==> src/rtl/vout_supervisor.sv <==
module vout_supervisor #(
  parameter int QUAL_CLKS = 625,
  parameter int BLANK_CYC = 32,
  parameter int UV_CYC    = 8
) (
  input  logic clk,
  input  logic rst_n,
  input  logic en,
  input  logic sel_in,
  input  logic cyc_stb,
  input  logic ss_done,
  input  logic fb_lo20,
  input  logic fb_lo30,
  input  logic fb_hi20,
  input  logic fb_hi50,
  output logic pgood,
  output logic ovp_fault,
  output logic uvp_fault,
  output logic low_force,
  output logic drv_tristate,
  output logic pulldown_on
);
  localparam int QW = $clog2(QUAL_CLKS + 1);
  localparam int BW = $clog2(BLANK_CYC + 1);
  localparam int UW = $clog2(UV_CYC + 1);
  localparam logic [QW-1:0] QLAST = QW'(QUAL_CLKS - 1);
  localparam logic [UW-1:0] ULAST = UW'(UV_CYC - 1);

  logic [2:0]    sel_q;
  logic [BW-1:0] blank_cnt;
  logic [QW-1:0] ovp_cnt, pg_cnt;
  logic [UW-1:0] uv_cnt;
  logic          pg_reg;

  wire sel_edge  = sel_q[1] ^ sel_q[2];
  wire blanking  = blank_cnt != '0;
  wire ovp_raw   = blanking ? fb_hi50 : fb_hi20;
  wire window_ok = !fb_lo20 && !fb_hi20;
  wire ovp_set   = en && ovp_raw && !ovp_fault && !uvp_fault && ovp_cnt == QLAST;
  wire uvp_set   = en && cyc_stb && fb_lo30 && !uvp_fault && !ovp_fault && uv_cnt == ULAST;
  wire pg_block  = !en || !ss_done || ovp_fault || uvp_fault;

  assign pulldown_on  = ~sel_q[1];
  assign low_force    = ovp_fault;
  assign drv_tristate = uvp_fault;
  assign pgood        = pg_reg && !pg_block;

  always_ff @(posedge clk or negedge rst_n)
    if (!rst_n) sel_q <= 3'b111;
    else        sel_q <= {sel_q[1:0], sel_in};

  always_ff @(posedge clk or negedge rst_n)
    if (!rst_n)                   blank_cnt <= '0;
    else if (sel_edge)            blank_cnt <= BW'(BLANK_CYC);
    else if (cyc_stb && blanking) blank_cnt <= blank_cnt - 1'b1;

  always_ff @(posedge clk or negedge rst_n)
    if (!rst_n) begin
      ovp_cnt   <= '0;
      ovp_fault <= 1'b0;
    end else begin
      if (!en || !ovp_raw || ovp_fault) ovp_cnt <= '0;
      else if (ovp_cnt != QLAST)        ovp_cnt <= ovp_cnt + 1'b1;
      if (!en)          ovp_fault <= 1'b0;
      else if (ovp_set) ovp_fault <= 1'b1;
    end

  always_ff @(posedge clk or negedge rst_n)
    if (!rst_n) begin
      uv_cnt    <= '0;
      uvp_fault <= 1'b0;
    end else begin
      if (!en || uvp_fault) uv_cnt <= '0;
      else if (cyc_stb)     uv_cnt <= !fb_lo30 ? '0 : (uv_cnt == ULAST ? uv_cnt : uv_cnt + 1'b1);
      if (!en)          uvp_fault <= 1'b0;
      else if (uvp_set) uvp_fault <= 1'b1;
    end

  always_ff @(posedge clk or negedge rst_n)
    if (!rst_n) begin
      pg_reg <= 1'b0;
      pg_cnt <= '0;
    end else if (pg_block) begin
      pg_reg <= 1'b0;
      pg_cnt <= '0;
    end else if (blanking || window_ok == pg_reg) begin
      pg_cnt <= '0;
    end else if (pg_cnt == QLAST) begin
      pg_reg <= window_ok;
      pg_cnt <= '0;
    end else begin
      pg_cnt <= pg_cnt + 1'b1;
    end
endmodule

==> config.mk <==
export PLATFORM = sky130hd
export DESIGN_NAME = vout_supervisor
export DESIGN_NICKNAME = d
export VERILOG_FILES = /design/src/rtl/vout_supervisor.sv
export SDC_FILE = /design/constraint.sdc
export NUM_CORES = 1
export LEC_CHECK = 0
export ABC_AREA = 1
export CAP_MARGIN = 20
export CORE_MARGIN = 10
export CORE_UTILIZATION = 25
export DETAILED_ROUTE_END_ITERATION = 12
export HOLD_SLACK_MARGIN = 0.06
export SYNTH_ARGS = -nofsm -noshare
export SYNTH_HDL_FRONTEND = slang
export SYNTH_SLANG_ARGS = --single-unit
export TNS_END_PERCENT = 50
==> constraint.sdc <==
create_clock -name clk -period 1.36 [get_ports clk]
set_clock_uncertainty 0.1 [all_clocks]
set_input_delay 0.408 -clock clk [delete_from_list [all_inputs] [get_ports clk]]
set_output_delay 0.408 -clock clk [all_outputs]
set_load 0.02 [all_outputs]
* Word level (Yosys, flattened, before mapping) *
Cells that the tools add are included.
W data, S select, Z words.

word-level totals
  word-level logic and storage cells = 76
  register bits = 36

cells by class
  reduce and logical (&&, ||, !) cells = 34
  equal/unequal tests = 9
  $add $sub $neg = 4
  mux-type cells = 19
  bitwise gates (word level) = 2

operators by type and width
  cell                     number
  $mux W10                 5
  $add A10 B1 Y10 const B  2
  $eq A10 B10 Y1 const B   2
  $mux W4                  4
  $logic_and A1 B1 Y1      12
  $mux W6                  2
  $ne A10 B10 Y1 const B   1
  $logic_not A1 Y1         8
  $mux W1                  8
  $reduce_bool A2 Y1       4
  $logic_or A1 B1 Y1       7
  $reduce_bool A6 Y1       1
  $sub A6 B1 Y6 const B    1
  $add A4 B1 Y4 const B    1
  $eq A4 B3 Y1 const B     1
  $ne A2 B1 Y1 const B     2
  $reduce_and A2 Y1        2
  $ne A3 B2 Y1 const B     1
  $ne A2 B2 Y1 const B     1
  $eq A1 B1 Y1             1
  $not A1 Y1               1
  $xor A1 B1 Y1            1

* Depth between registers and ports, before layout *
  depth after elaboration = 8
  gate-level depth with buffers = 10

* Least setup slack after synthesis *
No wires, ideal clock.

  path kind = register to output
  from = register uvp_fault (netlist: drv_tristate)
  to = output port pgood
  data arrival time = 1.048 ns
  data required time = 0.852 ns
  slack = -0.196 ns
  buffers on the path = 0
  cell stages (with the launch flop) = 6
  cell sequence = dfrtp_1 > inv_1 > nand4_1 > inv_1 > nand2_1 > inv_1

between the ends
  longest elaborated chain between the ends = 3

RTL lines
  element                 line  RTL
  from (decl)             18    output logic uvp_fault,
  from (signal assigned)  71    uvp_fault <= 1'b0;
  from (signal assigned)  75    if (!en) uvp_fault <= 1'b0;
  from (signal assigned)  76    else if (uvp_set) uvp_fault <= 1'b1;
  $logic_or A1 B1 Y1      41    wire pg_block = !en || !ss_done || ovp_fault || uvp_fault;
  $logic_not A1 Y1        46    assign pgood = pg_reg && !pg_block;
  $logic_and A1 B1 Y1     46
  to (decl)               16    output logic pgood,

No other way between the ends.

* Final worst setup path *
Ends and elaborated chain as after synthesis.

==> results_dict.tcl <==
set metrics [dict create \
    clk-insertion-delay-late_ns 0.29 \
    r2r-start "blank_cnt[1]" \
    tns_ns -1.57 \
    synth_top_area_share_pct 41.2 \
    clockRootBuffer "clkbuf_8" \
    hold_depth 0 \
    nets 325 \
    power.leakage_nw 1.33 \
    violations "negative setup slack" \
    post-place-ws_ns -1.02 \
    areaGrowthSynthToFinish_pct 45.9 \
    cp.arrival_ns 1.22 \
    crit_chain "inv_2 > nand4_1 > inv_2 > nand2_2 > inv_2 > buf_6" \
    syn-cell-area_um2 2000 \
    powerDensity_nw_per_um2 1150 \
    drt_iter0_drc 50 \
    finalMaxSlewViolations 0 \
    syn_inst 243 \
    cts_tree "yes" \
    fill_cells 787 \
    synth.area.top_cells "dfrtp_1, nand2_1, inv_1" \
    dp_hpwl_um 3090 \
    dieArea_um2 12000 \
    ys_types 27 \
    die-width_um 110 \
    worstRegToRegCells 7 \
    internal_power_mw 2.22 \
    ir_worst_vdd_mv 0.456 \
    final.setup.worst_slack_ns -0.363 \
    grt_pass1_vias 1783 \
    power.clock.fraction_pct 23.5 \
    hold_class "reg -> reg" \
    crit_slowest_cell "dfrtp_2" \
    comb_power_share_pct 38.8 \
    final_util_pct 37.6 \
    cp.buffers_inverters 4 \
    yosys_warnings 0 \
    setup_violations 20 \
    r2r_slack_ns -0.09 \
    synth-seq-area-share_pct 45.2 \
    avgSynthCellArea_um2 8.24 \
    gr-usage-all-layers_pct 7.61 \
    top_regs "ovp_cnt (10), pg_cnt (10), blank_cnt (6)" \
    holdWs_ns 0.256 \
    stdcell_area_um2 2920 \
    rows 32 \
    htreeDepth 2 \
    io_pins 16 \
    vias 1788 \
    drc 0 \
    swShare_pct 33.8 \
    p_switching_mw 1.13 \
    die_h_um 110 \
    crit_family "flip-flops" \
    first_pass_iters 4 \
    routed_wl_um 4400 \
    cap_violations 0 \
    gp_congestion 0.747 \
    drive_gt1_share_pct 41.0 \
    path_clk_slew_ns 0.08 \
    hold_end "sel_q[1]" \
    vias_per_cell 4.34 \
    end_kind "output pin" \
    maxSlewHeadroom_pct 85.0 \
    timing.final.crit_share_pct 127 \
    fin_crit_ns 1.72 \
    hold_buffers 0 \
    crit_fanout 2 \
    coreArea_um2 7770 \
    critical_path_class "reg -> out" \
    num_antenna_cells 0 \
    antenna_left 0 \
    grt-ovfl-total 0 \
    grt_pass1_wl_um 7580 \
    power_frac_seq_pct 37.7 \
    required_ns 0.85 \
    cts_buffers 5 \
    tritoncts_num_sinks 36 \
    rsz0062_at_grt "true" \
    grt_max_degree 37 \
    cts_buffer_depth 2 \
    status "finished, violations left" \
    cpPeakStageDelay_ns 0.41 \
    io_buffers 15 \
    cp-start-kind "flip-flop" \
    initial_core_util_pct 25.8 \
    dpl_cell_area_um2 2530 \
    hold_viol 0 \
    worstHoldStart "sel_q[0]" \
    worst_pin_slew_ns 0.224 \
    synth_seq_cells 36 \
    synth_nets 259 \
    fmax_ghz 0.580 \
    netlist.top_cell.by_area "dfrtp_1" \
    crit_top_cell "inv_2" \
    detail_route.wl_per_cell_um 10.7 \
    rr_endpoint "ovp_cnt[0]" \
    antenna_found_initial 0 \
]
## power groups by stage
| stage | Combinational [mW] | Clock [mW] | Sequential, mW |
|---|---|---|---|
| floorplan | 0.571 | 0 | 1.27 |
| global placement | 0.899 | 0 | 1.27 |
| detailed placement | 0.937 | 0 | 1.27 |
| CTS | 1.14 | 0.828 | 1.26 |
| global route | 1.43 | 0.870 | 1.27 |
| finish | 1.30 | 0.787 | 1.26 |
## cell usage after synthesis (all sizes together)
cell	number
a21oi	3
buf	2
dfrtp	33
dfstp	3
ha	6
inv	40
nand2	47
nand3	21
nand3b	2
nand4	13
nor2	42
nor3	4
nor3b	1
o21a	1
o21ai	9
o22ai	1
xnor2	5
xor2	10
## through the flow
step	cells	power [mW]
floorplan	243	1.84
detailed placement	391	2.21
finish	412	3.35
CTS	405	3.22
global route	412	3.57
global placement	391	2.17
## cells by family (layout without fill, tap and decap cells)
group           Yosys count  count (layout)  synth area share, %
buf+inv                  42             108                 8.24
flops                    36              36                 45.2
xor+xnor                 15              15                 6.93
simple gates            130             131                 31.5
fa+ha+maj                 6               6                 3.75
compound gates           14              14                 4.44
## area by class of cell
type                            instances  area (um2)  area share, %
Tap cell                              102         128           4.37
Clock buffer                            6        82.6           2.83
Clock inverter                          2        10.0          0.342
Sequential cell                        36         907           31.0
Multi-Input combinational cell        166        1130           38.7
Inverter                               40         153           5.22
Timing Repair Buffer                   60         510           17.5
## layer usage
metal | vias up | GRT usage, % | share of wire, %
met5 | - | 0 | 0
met4 | 0 | 2.60 | 1.2
met3 | 7 | 2.52 | 3.7
met2 | 19 | 13.5 | 51
met1 | 860 | 8.32 | 44
li1 | 902 | - | -
## layout by cell type (no fill, tap or decap), drive strengths merged, types with 6 or more instances in the layout
cell type  count
nand4         13
dfrtp         33
nand2         48
inv           40
clkbuf         6
nor2          42
buf           51
xor2          10
o21ai          9
nand3         21
ha             6
## worst max-delay path by stage
stage / cells past startpoint / end / startpoint
after detailed placement: 6 / pgood / en
final: 6 / pgood / drv_tristate
after CTS: 6 / pgood / drv_tristate
after floorplan: 5 / pgood / drv_tristate
after global placement: 6 / pgood / en
after global routing: 6 / pgood / drv_tristate
## repair_timing
action / 4_1_cts / 5_1_grt
pin swaps: 12 / 20
setup buffers: 6 / 6
gates cloned: 0 / 1
gates resized for setup: 59 / 39
setup endpoints to repair: 39 / 39
Power figures use the tool's default switching activity.
